## src/rtl/msi_fanout_pkg.sv

```systemverilog
package msi_fanout_pkg;
  typedef enum logic [1:0] {
    SEL_STATUS = 2'd0,
    SEL_EN_SET = 2'd1,
    SEL_EN_CLR = 2'd2,
    SEL_RSVD   = 2'd3
  } reg_sel_e;
endpackage

```

## src/rtl/msi_trig_decode.sv

```systemverilog
module msi_trig_decode #(
  parameter int NUM_VEC = 32,
  parameter int DATA_W  = 32
) (
  input  logic               clk_i,
  input  logic               rst_ni,
  input  logic               we_i,
  input  logic [DATA_W-1:0]  data_i,
  output logic [NUM_VEC-1:0] set_o
);
  localparam int VEC_W = $clog2(NUM_VEC);

  logic in_range;
  assign in_range = (data_i < DATA_W'(NUM_VEC));

  always_comb begin
    set_o = '0;
    if (we_i && in_range) set_o[data_i[VEC_W-1:0]] = 1'b1;
  end

  p_single_vec_r1: assert property (@(posedge clk_i) disable iff (!rst_ni)
    $onehot0(set_o));
  p_out_of_range_r2: assert property (@(posedge clk_i) disable iff (!rst_ni)
    (we_i && data_i >= DATA_W'(NUM_VEC)) |-> (set_o == '0));
endmodule

```

## src/rtl/msi_core_slice.sv

```systemverilog
module msi_core_slice #(
  parameter int VPC        = 4,
  parameter bit PULSE_MODE = 1'b0
) (
  input  logic           clk_i,
  input  logic           rst_ni,
  input  logic [VPC-1:0] set_i,
  input  logic           stat_clr_we_i,
  input  logic           en_set_we_i,
  input  logic           en_clr_we_i,
  input  logic [VPC-1:0] wdata_i,
  output logic [VPC-1:0] status_o,
  output logic [VPC-1:0] mask_o,
  output logic           event_o
);
  logic [VPC-1:0] status_q, mask_q, clr_bits, kept;

  assign clr_bits = stat_clr_we_i ? wdata_i : '0;
  assign kept     = status_q & ~clr_bits;

  // set dominates clear so a concurrent inbound vector is never dropped
  always_ff @(posedge clk_i or negedge rst_ni) begin
    if (!rst_ni) status_q <= '0;
    else         status_q <= kept | set_i;
  end

  always_ff @(posedge clk_i or negedge rst_ni) begin
    if (!rst_ni)          mask_q <= '0;
    else if (en_set_we_i) mask_q <= mask_q | wdata_i;
    else if (en_clr_we_i) mask_q <= mask_q & ~wdata_i;
  end

  generate
    if (PULSE_MODE) begin : g_pulse
      logic pulse_q;
      always_ff @(posedge clk_i or negedge rst_ni) begin
        if (!rst_ni) pulse_q <= 1'b0;
        else         pulse_q <= |(set_i & ~kept & mask_q);
      end
      assign event_o = pulse_q;

      p_pulse_cause_r8: assert property (@(posedge clk_i) disable iff (!rst_ni)
        event_o |-> $past(|set_i));
    end else begin : g_level
      assign event_o = |(status_q & mask_q);

      p_level_rise_r6: assert property (@(posedge clk_i) disable iff (!rst_ni)
        (|(set_i & mask_q) && !en_clr_we_i) |=> event_o);
    end
  endgenerate

  assign status_o = status_q;
  assign mask_o   = mask_q;

  p_set_wins_r4: assert property (@(posedge clk_i) disable iff (!rst_ni)
    (set_i != '0) |=> ((status_q & $past(set_i)) == $past(set_i)));
  p_w1c_r3: assert property (@(posedge clk_i) disable iff (!rst_ni)
    stat_clr_we_i |=> ((status_q & $past(wdata_i & ~set_i)) == '0));
  p_w0_keep_r3: assert property (@(posedge clk_i) disable iff (!rst_ni)
    stat_clr_we_i |=> ((status_q & $past(~wdata_i & status_q)) == $past(~wdata_i & status_q)));
endmodule

```

## src/rtl/msi_core_fanout.sv

```systemverilog
module msi_core_fanout
  import msi_fanout_pkg::*;
#(
  parameter int NUM_VEC    = 32,
  parameter int NUM_CORES  = 8,
  parameter int DATA_W     = 32,
  parameter bit PULSE_MODE = 1'b0,
  localparam int VPC       = NUM_VEC / NUM_CORES,
  localparam int CORE_W    = $clog2(NUM_CORES)
) (
  input  logic                 clk_i,
  input  logic                 rst_ni,
  input  logic                 trig_we_i,
  input  logic [DATA_W-1:0]    trig_data_i,
  input  logic                 reg_we_i,
  input  logic [1:0]           reg_sel_i,
  input  logic [CORE_W-1:0]    reg_core_i,
  input  logic [VPC-1:0]       reg_wdata_i,
  output logic [VPC-1:0]       reg_rdata_o,
  output logic [NUM_CORES-1:0] event_o
);
  reg_sel_e       sel;
  logic [NUM_VEC-1:0] set_vec;
  logic [VPC-1:0] status_w [NUM_CORES];
  logic [VPC-1:0] mask_w   [NUM_CORES];

  assign sel = reg_sel_e'(reg_sel_i);

  msi_trig_decode #(.NUM_VEC(NUM_VEC), .DATA_W(DATA_W)) u_decode (
    .clk_i  (clk_i),
    .rst_ni (rst_ni),
    .we_i   (trig_we_i),
    .data_i (trig_data_i),
    .set_o  (set_vec)
  );

  for (genvar k = 0; k < NUM_CORES; k++) begin : g_core
    logic [VPC-1:0] core_set;
    logic           hit;
    for (genvar j = 0; j < VPC; j++) begin : g_bit
      assign core_set[j] = set_vec[k + NUM_CORES*j];  // interleaved ownership
    end
    assign hit = reg_we_i && (reg_core_i == CORE_W'(k));

    msi_core_slice #(.VPC(VPC), .PULSE_MODE(PULSE_MODE)) u_slice (
      .clk_i         (clk_i),
      .rst_ni        (rst_ni),
      .set_i         (core_set),
      .stat_clr_we_i (hit && sel == SEL_STATUS),
      .en_set_we_i   (hit && sel == SEL_EN_SET),
      .en_clr_we_i   (hit && sel == SEL_EN_CLR),
      .wdata_i       (reg_wdata_i),
      .status_o      (status_w[k]),
      .mask_o        (mask_w[k]),
      .event_o       (event_o[k])
    );
  end

  always_comb begin
    unique case (sel)
      SEL_STATUS:             reg_rdata_o = status_w[reg_core_i];
      SEL_EN_SET, SEL_EN_CLR: reg_rdata_o = mask_w[reg_core_i];
      default:                reg_rdata_o = '0;
    endcase
  end

  p_reset_quiet_r9: assert property (@(posedge clk_i)
    !rst_ni |-> (event_o == '0));
  p_rsvd_read_r10: assert property (@(posedge clk_i) disable iff (!rst_ni)
    (sel == SEL_RSVD) |-> (reg_rdata_o == '0));
  p_ignore_big_r2: assert property (@(posedge clk_i) disable iff (!rst_ni)
    (trig_we_i && trig_data_i >= DATA_W'(NUM_VEC) && !reg_we_i) |=> $stable(set_vec) || $past(set_vec) == '0);
endmodule

```

## config.mk

```make
export PLATFORM = sky130hd
export DESIGN_NAME = msi_core_fanout
export DESIGN_NICKNAME = d
export VERILOG_FILES = /design/src/rtl/msi_fanout_pkg.sv /design/src/rtl/msi_trig_decode.sv /design/src/rtl/msi_core_slice.sv /design/src/rtl/msi_core_fanout.sv
export SDC_FILE = /design/constraint.sdc
export NUM_CORES = 1
export LEC_CHECK = 0
export CAP_MARGIN = 20
export CORE_MARGIN = 8
export CORE_UTILIZATION = 43
export DETAILED_ROUTE_END_ITERATION = 12
export DONT_BUFFER_PORTS = 1
export MAX_ROUTING_LAYER = met4
export PLACE_DENSITY_LB_ADDON = 0.1
export SKIP_CTS_REPAIR_TIMING = 1
export SYNTH_ARGS = -nofsm -noshare
export SYNTH_HDL_FRONTEND = slang
export SYNTH_HIERARCHICAL = 1
export SYNTH_SLANG_ARGS = --single-unit
```

## constraint.sdc

```tcl
create_clock -name clk_i -period 2.6 [get_ports clk_i]
set_clock_uncertainty 0.05 [all_clocks]
set_input_delay 0.26 -clock clk_i [delete_from_list [all_inputs] [get_ports clk_i]]
set_output_delay 0.26 -clock clk_i [all_outputs]
set_load 0.05 [all_outputs]
```

* Word-level counts from Yosys, hierarchy flattened
Cells that the tools add are included.
Word-level totals: register bits 64, bits of input ports 45, output and inout bits 12, word-level logic and storage cells 166
Operators by class: magnitude comparators 4, eq/ne operators 9, muxes and demuxes 34, bitwise logic cells 50, reductions and logical operators 53
Operators by type and width (count):
- 4-bit two-way mux | 28
- 4-bit AND | 24
- 4-bit bitwise OR | 16
- 4-bit NOT | 9
- 1-bit logical AND | 34
- 32-bit by 6-bit < comparator with 1-bit output (second input constant) | 1
- 32-bit two-way mux | 1
- 4-bit OR reduction | 8
- 4-bit binary-select mux with 3-bit select | 2
- 2-bit nonzero test | 8
- 3-bit == test (second input constant) | 4
- 4-bit case mux with 2 select lines | 1
- 3-bit by 2-bit == test with 1-bit output (second input constant) | 2
- 5-bit by 6-bit < comparator with 1-bit output (second input constant) | 1
- 1-bit demux with 5-bit select | 1
- 5-bit by 1-bit greater-or-equal comparator with 1-bit output (second input constant) | 1
- 4-bit greater-or-equal comparator (second input constant) | 1
- 3-bit NOT with 4-bit output | 1
- 3-bit by 1-bit == test with 1-bit output (second input constant) | 1
- 3-bit logical NOT | 1
- 2-bit by 1-bit == test with 1-bit output (second input constant) | 1
- 2-bit == test (second input constant) | 1
- 2-bit logical NOT | 1
- 2-bit OR reduction | 1
- 1-bit two-way mux | 1

* Logic depth before layout (Yosys ltp)
Gate-level depths: netlist of the first run.
depth after elaboration 7, depth in mapped cells 8, gate-level depth less buffers 6

* Cells and area by module
Netlist of the first run, hierarchy kept.
Modules (own cells, without submodules):
- msi_core_slice | times used 8, cells each 27, area each 314.1 sq um, sequential area each 200.2 sq um
- msi_core_fanout | times used 1, cells each 113, area each 828.3 sq um, sequential area each 0.0 sq um
- msi_trig_decode | times used 1, cells each 61, area each 402.9 sq um, sequential area each 0.0 sq um

* Worst setup path before layout of the first run
Ideal clock, no wire load.
kind input to output, start input reg_core_i[0], end output reg_rdata_o[1], data arrival time 1.885 ns, data required time 2.290 ns, setup slack 0.405 ns, stages 6, buffers on the path 2, cells stage by stage buf_4 buf_2 nor2b_1 a22oi_1 a31oi_1 o221ai_1
On the way: word-level cells in the longest chain between the ends 5, elaborated cells on any way between the ends 8, those cells by class mux: 7; bitwise: 1
Ends and longest elaborated chain:
- start, declared | RTL line msi_core_fanout.sv:17 | input logic [CORE_W-1:0] reg_core_i,
- 3-bit NOT with 4-bit output (implied by the code) * | RTL line msi_core_fanout.sv:61, msi_core_fanout.sv:62
- 4-bit binary-select mux with 3-bit select (on tied branches) | RTL line msi_core_fanout.sv:62, msi_core_fanout.sv:61
- 4-bit two-way mux (on tied branches) (2 in series) | RTL line msi_core_fanout.sv:62, msi_core_fanout.sv:61
- 4-bit case mux with 2 select lines * | RTL line msi_core_fanout.sv:60 | unique case (sel)
- end, declared | RTL line msi_core_fanout.sv:19 | output logic [VPC-1:0] reg_rdata_o,
Every way passes the cells marked *; elsewhere a longest branch is shown, timed or not. The select of a mux whose other input is x is not followed.

* Worst setup path after layout of the first run
start register g_core[1].u_slice.status_q[3], end output reg_rdata_o[3]
On the way: word-level cells in the longest chain between the ends 4
Ends and longest elaborated chain:
- start, declared | RTL line msi_core_slice.sv:16 | logic [VPC-1:0] status_q, mask_q, clr_bits, kept;
- start signal, assigned | RTL line msi_core_slice.sv:24 | else status_q <= kept | set_i;
- 4-bit binary-select mux with 3-bit select | RTL line msi_core_fanout.sv:61 | SEL_STATUS: reg_rdata_o = status_w[reg_core_i];
- 4-bit two-way mux (implied by the code) (2 in series) | RTL line msi_core_fanout.sv:61
- 4-bit case mux with 2 select lines | RTL line msi_core_fanout.sv:60
No other way between the ends. The select of a mux whose other input is x is not followed.

==> key figures, run 1 <==
STA
  • Setup_tns: 0 ns
  • Relative slew slack: 0.618
  • Setup violators final: 0
  • Unrepaired setup endpoints after global routing: false
  • Max Freq: between 400 and 500 MHz
  • Min Tclk post-route: 2.29 ns
  • Final slew viol count: 0
  • Tightest Pin Transition: 0.572 ns
  • Period utilization: 0.880
  • Fin. Hold Viols: 0
  • Hold WS: 0.00618 ns

GRT
  • Vias in the first global route: around 3.1k
  • Global-route wire length before repair: 17.4 mm
  • Total GRT Usage: 0.197
  • Initial antenna violation count: 0
  • Largest net degree at the start of global routing: 65
  • Grt total ovfl: 0

CTS
  • TritonCTS sink count: 64
  • Clock buffer depth: 2
  • Clk root buf: clkbuf_8
  • CTS buffer count: 9
  • CTS H-tree lvls: 3
  • Clock-pin transition on the worst setup and hold timing paths: about 0.07 ns
  • CTS tree: done
  • Clock Latency Late Sink: ~0.34 ns

Drt
  • Met3 wire len: 554 um
  • Pre-antenna DRT Iters: 4
  • Met2 WL: approximately 4.9 mm
  • DR vias: about 3.2k
  • Via-to-Cell Ratio: 6.28
  • Highest routed layer: met4
  • Drt total wl: 11.1 mm
  • DRC errors left: 0
  • Iter 0 DRT Violations: 195
  • DRT met1 WL: approximately 5.4 mm
  • Drt wl/cell: approximately 22 um
  • Detail Route Antenna Nets: 0

Setup path
  • Reg2Reg Depth: 1
  • Critical path endpoint: reg_rdata_o[3]
  • Reg2reg setup slack: 1.80 ns
  • Crit path arrival time: ~2 ns
  • CP Max Fanout: 3
  • Critical path data required time: 2.29 ns
  • CP Launch Type: register
  • Crit. End Element: output port
  • CP startpoint: g_core[1].u_slice/status_o[3]
  • WS Path Type: register to output port

Logic synthesis
  • Post-synth cell types: 45
  • Area share of the largest cell type after synthesis: 0.428
  • Synth Flop Type: dfrtp_1
  • Syn Inst Count: 390
  • Seq cells post-synth: 64
  • Most instantiated cells after synthesis: nand2_1 (82), dfrtp_1 (64), a21o_1 (32), a22o_1 (32), nor3_1 (32)
  • Avg Cell Area, Syn: 9.60 um2
  • Post-synth top area cell: dfrtp_1
  • Number of flops mapped to enable cells by yosys: 0
  • Largest cells by area after synthesis: dfrtp_1 (43%), nand2_1 (8.2%), a22o_1 (7.5%)
  • Ys Warns: 6
  • Post-synthesis sequential area ratio: 0.428
  • Mapped Nets: 439
  • Ys async rst share: 1.00
  • Count leader, synth: nand2_1
  • Netlist Area Pre-Place: approximately 3700 um2

Final layout
  • Layout area overhead: 9.36%
  • Final Net Count: between 400 and 500
  • Sequential cell area: 1600 um2
  • Post-layout util: 0.476
  • Layout cells sized above 1: 0.113
  • Ant diodes: 0
  • Filler cells: between 800 and 900
  • Area taken by multi-input logic gates: 2050 um2

Status
  • Status: finished clean

Die
  • Io pins: 57
  • Die height: 109 um
  • Core ar.: about 8600 um2
  • DIE AREA: 11900 um2
  • Die Wd: 109 um
  • Starting Density: 0.436
  • Cell Rows: 34

Placement
  • Dpl hpwl: between 7 and 8 mm
  • Gpl congestion: 0.855
  • PortBufs: 0

Hold path
  • Hold crit path type: primary input to register
  • Hold Crit Depth: 1
  • Worst hold start: reg_wdata_i[0]

Power
  • Power per cell area: between 500 and 600 nW/um2
  • P_leak: 1.96 nW
  • Total Power: approximately 0.0024 W
  • VDD IR max: 0.000201 V

Flow run
  • Max-Cap Viols: 0
==> logic make-up after synthesis <==
logic type,after synthesis,synth area share
and+or+nand+nor,181,0.238
AOI/OAI and AO/OA,105,0.224
DFF,64,0.428
muxes,19,0.0732
buffers and inverters,17,0.0234
adders and majority gates,4,0.0134
==> cell type report <==
type | count | area share
Sequential cell | 64 | 0.391
Multi-Input combinational cell | 309 | 0.502
Tap cell | 108 | 0.0330
Inverter | 3 | 0.00275
Clock buffer | 11 | 0.0370
Timing Repair Buffer | 8 | 0.0208
Clock inverter | 5 | 0.0134
==> through the flow <==
stage | cell area, um2 | std cells | worst slack [ns]
after global routing | 4090 | 508 | 0.236
after CTS | 4050 | 505 | 0.312
after global placement | 3840 | 489 | 0.591
after floorplan | 3740 | 390 | 0.405
after detailed placement | 3840 | 489 | 0.537
final | 4090 | 508 | 0.312
==> layout by cell type (no fill, tap or decap), types with 8 or more instances in the layout <==
master,Yosys,routed
dfrtp_1,64,64
nor3_1,32,32
nor2b_1,8,8
clkbuf_8,0,11
nand2_1,82,82
a22oi_1,18,18
a21o_1,32,32
a22o_1,32,32
nor2_1,28,28
==> critical path, stage by stage, from the launching register on <==
cell      delay [ns]
dfrtp_1         0.40
or4b_1          0.47
o211a_1         0.17
a221oi_2        0.26
o22ai_1         0.13
buf_4           0.21
==> worst min-delay path by stage <==
| stage | to | slack (ns) |
|---|---|---|
| after floorplan | async pin | -0.09 |
| after global placement | async pin | -0.08 |
| after detailed placement | async pin | -0.08 |
| after CTS | async pin | -0.46 |
| after global routing | register | 0.0009 |
| final | register | 0.006 |
==> where the power goes <==
group          total, W  leakage, nW  switching [W]  internal (W)
combinational  0.000302        0.998       0.000147      0.000155
clock          0.000889        0.101       0.000397      0.000492
sequential      0.00120        0.856       0.000105       0.00109
total           0.00239         1.96       0.000649       0.00174
==> per-layer routing <==
layer / vias up / global-route usage
li1: 1465 / -
met1: 1604 / 0.275
met2: 107 / 0.283
met3: 15 / 0.0317
met4: 0 / 0.0675
met5: - / -
No activity file was read; power rests on OpenSTA's default activity.
==> run 2: changes to the inputs <==
Clock period 2.6 ns to 2.25 ns, I/O delays scaled along.
==> key figures, run 2 (synthesized netlist as in run 1, its figures left out) <==
Status
  • Status: finished with violations (was finished clean)
  • Violated checks: hold timing

GRT
  • Grt total ovfl: 0 (unchanged)
  • Total GRT Usage: 0.206 (was 0.197)
  • Vias in the first global route: 3190 (was 3090)
  • Largest net degree at the start of global routing: 65 (unchanged)
  • Initial antenna violation count: 0 (unchanged)
  • Global-route wire length before repair: 18.2 mm (was 17.4 mm)

Flow run
  • Max-Cap Viols: 0 (unchanged)

CTS
  • CTS H-tree lvls: 3 (unchanged)
  • Clock Latency Late Sink: 0.34 ns (about the same)
  • CTS buffer count: 9 (unchanged)
  • CTS tree: done (unchanged)
  • Clock-pin transition on the worst setup and hold timing paths: 0.07 ns (about the same)
  • TritonCTS sink count: 64 (unchanged)
  • Clock buffer depth: 2 (unchanged)
  • Clk root buf: clkbuf_8 (unchanged)

Setup path
  • Slowest CP cell: mux4_2 (was or4b_1)
  • Critical path data required time: 1.98 ns (was 2.29 ns)
  • Delay of the slowest cell on the worst path: 0.50 ns (was 0.47 ns)
  • Crit path arrival time: 1.92 ns (was 1.98 ns)
  • CP Launch Type: register (unchanged)
  • Crit-path leading delay family: multiplexers (was compound AO/OA/AOI/OAI gates)
  • CP Max Fanout: 3 (unchanged)
  • WS Path Type: register to output port (unchanged)
  • CP Cell Sequence: mux4_2, o311a_1, a31oi_1, o221ai_1, buf_4 (was or4b_1, o211a_1, a221oi_2, o22ai_1, buf_4)
  • CP Buf/Inv Count: 1 (unchanged)
  • Reg2reg setup slack: 0.91 ns (was 1.80 ns)
  • Crit. End Element: output port (unchanged)

STA
  • Tightest Pin Transition: 0.530 ns (was 0.572 ns)
  • Max Freq: 455 MHz
  • Period utilization: 0.977
  • Hold WS: -0.00284 ns (was 0.00618 ns)
  • Setup_tns: 0 ns (unchanged)
  • Final slew viol count: 0 (unchanged)
  • Min Tclk post-route: 2.20 ns
  • Setup violators final: 0 (unchanged)
  • Fin. Hold Viols: 1 (was 0)
  • Relative slew slack: 0.645 (was 0.618)
  • Unrepaired setup endpoints after global routing: true (was false)

Drt
  • DR vias: 3235 (was 3191)
  • DRC errors left: 0 (unchanged)
  • Pre-antenna DRT Iters: 5 (was 4)
  • Via-to-Cell Ratio: 6.25 (was 6.28)
  • Detail Route Antenna Nets: 0 (unchanged)
  • Drt total wl: 11.9 mm (was 11.1 mm)
  • Drt wl/cell: 22.9 um (was 21.9 um)
  • Iter 0 DRT Violations: 244 (was 195)

Placement
  • Placed instance count: 491 (was 489)
  • Dpl hpwl: 8.01 mm (was 7.97 mm)
  • PortBufs: 0 (unchanged)
  • Gpl congestion: 0.869 (was 0.855)

Final layout
  • Layout cells sized above 1: 0.124 (was 0.113)
  • Filler cells: 836 (was 857)
  • Commonest non-fill, non-tap cell in the layout: nand2_1 (unchanged)
  • Final Non-Filler Cells: 518 (was 508)
  • Most frequent cells in the layout: nand2_1 (82), dfrtp_1 (64), a21o_1 (32), a22o_1 (32), nor3_1 (32) (unchanged)
  • Layout area overhead: 13.0% (was 9.36%)
  • Final Net Count: 455 (was 444)
  • Ant diodes: 0 (unchanged)

Die
  • Core ar.: 8590 um2 (unchanged)
  • Cell Rows: 34 (unchanged)
  • Starting Density: 0.436 (unchanged)
  • Die height: 109 um (unchanged)
  • Die Wd: 109 um (unchanged)
  • Io pins: 57 (unchanged)
  • DIE AREA: 11900 um2 (unchanged)

Hold path
  • Hold crit path type: primary input to register (unchanged)

Power
  • Power per cell area: 698 nW/um2 (was 583 nW/um2)
  • VDD IR max: 0.000307 V (was 0.000201 V)
  • P_leak: 2.03 nW (was 1.96 nW)
-- run 2: cell count changes in the layout (fill, tap and decap cells not counted) --
cell           delta
dlygate4sd3_1     +5
clkinvlp_4        -2
o22ai_2           +1
o22ai_1           -1
clkbuf_8          +2
clkinv_2          -2
bufinv_16         +1
buf_6             +1
buf_4             +5
-- run 2: area by class of cell --
class	count	area [um2]	area share
repair buffers	19	184	0.0435
clock inverters	2	60.1	0.0142
inverters	3	11.3	0.00266
well taps	108	135	0.0319
flip-flops and latches	64	1600	0.378
clock buffers	13	179	0.0423
multi-input cells	309	2060	0.487
-- run 2: power breakdown --
group / switching, W / total, W / internal, W
Sequential: 0.000124 / 0.00139 / 0.00126
Clock: 0.000449 / 0.00119 / 0.000740
Combinational: 0.000186 / 0.000380 / 0.000194
Total: 0.000758 / 0.00296 / 0.00220
-- run 2: per-stage QoR --
stage	total power (W)	area, um2	setup slack (ns)	util	hold WS, ns
after floorplan	0.00163	3740	0.125	-	-0.121
after global placement	0.00172	3850	0.286	0.449	-0.118
after detailed placement	0.00172	3850	0.255	0.449	-0.117
after CTS	0.00291	4090	-0.0240	0.476	-0.489
after global routing	0.00307	4230	-0.0679	0.492	0.00514
final	0.00296	4230	0.0520	0.492	-0.00284
-- run 2: final timing paths --
kind,from,endpoint,depth (start not counted)
max in group asynchronous,rst_ni,async pin,2
hold reg to reg,g_core[1].u_slice/status_o[1],g_core[1].u_slice/status_o[1],1
setup / recovery,g_core[3].u_slice/status_o[1],reg_rdata_o[1],5
setup reg to reg,register,register,2
hold / removal,reg_wdata_i[1],register,1
min in group asynchronous,rst_ni,async pin,2
-- run 2: worst reg2reg max path: stages (launching register included) --
cell and delay, ns:
dfrtp_1 0.43, a22o_1 0.21, dlygate4sd3_1 0.54
-- run 2: per-layer routing --
layer / up-vias / wire length [um] / GRT usage
li1: 1486 / - / -
met1: 1559 / 5550 / 0.285
met2: 170 / 5150 / 0.297
met3: 20 / 923 / 0.0334
met4: 0 / 260 / 0.0771
met5: - / 0 / -
==> run 3: changes to the inputs <==
Settings changed: CELL_PAD_IN_SITES_DETAIL_PLACEMENT set to 1, CELL_PAD_IN_SITES_GLOBAL_PLACEMENT set to 1.
==> key figures, run 3 (synthesized netlist as in run 1, its figures left out) <==
GRT
  • Global-route wire length before repair: 19.1 mm (was 18.2 mm)
  • Initial antenna violation count: 0 (unchanged)
  • Total GRT Usage: 0.216 (was 0.206)
  • Largest net degree at the start of global routing: 65 (unchanged)
  • Vias in the first global route: 3376 (was 3190)
  • Grt total ovfl: 0 (unchanged)

CTS
  • CTS tree: done (unchanged)
  • CTS H-tree lvls: 3 (unchanged)
  • Clock buffer depth: 2 (unchanged)
  • TritonCTS sink count: 64 (unchanged)
  • Clk root buf: clkbuf_8 (unchanged)
  • CTS buffer count: 9 (unchanged)
  • Clock Latency Late Sink: 0.34 ns (about the same)
  • Clock-pin transition on the worst setup and hold timing paths: 0.07 ns (about the same)

Final layout
  • Commonest non-fill, non-tap cell in the layout: nand2_1 (unchanged)
  • Design Area, Final: 4140 um2 (was 4230 um2)
  • Ant diodes: 0 (unchanged)
  • Layout area overhead: 10.6% (was 13.0%)
  • Most frequent cells in the layout: nand2_1 (82), dfrtp_1 (64), a21o_1 (32), a22o_1 (32), nor3_1 (32) (unchanged)
  • Layout cells sized above 1: 0.116 (was 0.124)
  • Final Net Count: 451 (was 455)

Drt
  • DRC errors left: 0 (unchanged)
  • Drt total wl: 12.4 mm (was 11.9 mm)
  • Via-to-Cell Ratio: 6.34 (was 6.25)
  • DR vias: 3257 (was 3235)
  • Detail Route Antenna Nets: 0 (unchanged)
  • Pre-antenna DRT Iters: 6 (was 5)
  • Iter 0 DRT Violations: 182 (was 244)
  • Drt wl/cell: 24.2 um (was 22.9 um)

Die
  • Die height: 109 um (unchanged)
  • Io pins: 57 (unchanged)
  • DIE AREA: 11900 um2 (unchanged)
  • Cell Rows: 34 (unchanged)
  • Die Wd: 109 um (unchanged)
  • Core ar.: 8590 um2 (unchanged)
  • Starting Density: 0.436 (unchanged)

Placement
  • PortBufs: 0 (unchanged)
  • Dpl cell area: 3860 um2 (was 3850 um2)
  • Post-place setup slack: 0.357 ns (was 0.255 ns)
  • Dpl hpwl: 8.82 mm (was 8.01 mm)
  • Gpl congestion: 0.835 (was 0.869)

Setup path
  • Crit-path leading delay family: compound AO/OA/AOI/OAI gates (was multiplexers)
  • Crit. End Element: output port (unchanged)
  • CP Cell Sequence: or4b_1, o211a_1, a221oi_2, o22ai_1, buf_4 (was mux4_2, o311a_1, a31oi_1, o221ai_1, buf_4)
  • Reg2Reg Depth: 1 (was 2)
  • Reg2reg setup slack: 1.44 ns (was 0.91 ns)
  • Slowest CP cell: or4b_1 (was mux4_2)
  • CP startpoint: g_core[1].u_slice/status_o[3] (was g_core[3].u_slice/status_o[1])
  • Critical path endpoint: reg_rdata_o[3] (was reg_rdata_o[1])
  • CP Max Fanout: 2 (was 3)
  • Delay of the slowest cell on the worst path: 0.47 ns (was 0.50 ns)
  • Critical path data required time: 1.98 ns (about the same)
  • CP Buf/Inv Count: 1 (unchanged)
  • WS Path Type: register to output port (unchanged)
  • Crit path arrival time: 1.91 ns (was 1.92 ns)
  • Critical Path Stages: 5 (unchanged)
  • CP Launch Type: register (unchanged)

STA
  • Final setup margin: 0.0632 ns (was 0.0520 ns)
  • Min Tclk post-route: 2.19 ns (was 2.20 ns)
  • Setup violators final: 0 (unchanged)
  • Tightest Pin Transition: 0.506 ns (was 0.530 ns)
  • Relative slew slack: 0.662 (was 0.645)
  • Max Freq: 457 MHz (was 455 MHz)
  • Fin. Hold Viols: 3 (was 1)
  • Hold WS: -0.0138 ns (was -0.00284 ns)
  • Unrepaired setup endpoints after global routing: true (unchanged)
  • Final slew viol count: 0 (unchanged)
  • Setup_tns: 0 ns (unchanged)
  • Period utilization: 0.972 (was 0.977)

Hold path
  • Hold crit path type: primary input to register (unchanged)
  • Hold Crit Depth: 1 (unchanged)

Power
  • Power per cell area: 663 nW/um2 (was 698 nW/um2)
  • P_leak: 1.98 nW (was 2.03 nW)
  • VDD IR max: 0.000247 V (was 0.000307 V)

Status
  • Violated checks: hold timing (unchanged)
  • Status: finished with violations (unchanged)

Flow run
  • Max-Cap Viols: 0 (unchanged)
run 3: changes by cell type in the layout (fill, tap and decap cells not counted):
cell,previous run,this run
o22ai_2,1,0
o221ai_1,3,2
buf_6,1,0
dlygate4sd3_1,7,5
clkbuf_8,13,10
clkinv_2,0,1
clkbuf_1,0,2
clkinvlp_4,0,1
o221ai_2,0,1
bufinv_16,2,1
o22ai_1,3,4
buf_4,10,9
run 3: cell type report:
cell class / count / area (um2)
clock buffer: 12 / 145
clock inverter: 3 / 42.5
fill: 978 / 4450
inverter: 3 / 11.3
multi-input combinational: 309 / 2060
sequential: 64 / 1600
tap: 108 / 135
timing repair buffer: 15 / 145
run 3: how the worst min path moves through the flow:
stage | endpoint | slack [ns] | startpoint
3_3_place_gp | async pin | -0.12 | rst_ni
6_report | register | -0.01 | reg_wdata_i[3]
5_1_grt | g_core[3].u_slice/status_o[2] | 0.0006 | reg_wdata_i[2]
2_1_floorplan | async pin | -0.12 | rst_ni
3_5_place_dp | async pin | -0.12 | rst_ni
4_1_cts | async pin | -0.49 | rst_ni
run 3: per-layer routing:
layer | vias to the layer above | GRT usage | part of all wire
met2 | 97 | 0.324 | 0.47
met5 | - | - | 0
li1 | 1486 | - | -
met4 | 0 | 0.0733 | 0.015
met1 | 1659 | 0.290 | 0.47
met3 | 15 | 0.0369 | 0.050
run 3: through the flow:
step,utilization,total power (W),std cells
5_1_grt,0.482,0.00286,514
3_3_place_gp,0.449,0.00173,492
4_1_cts,0.471,0.00272,507
6_report,0.482,0.00275,514
2_1_floorplan,-,0.00163,390
3_5_place_dp,0.449,0.00174,492
run 3: power by group:
group | switching, W | internal, W
clock network | 0.000441 | 0.000535
logic | 0.000186 | 0.000189
registers | 0.000132 | 0.00126
total | 0.000759 | 0.00199
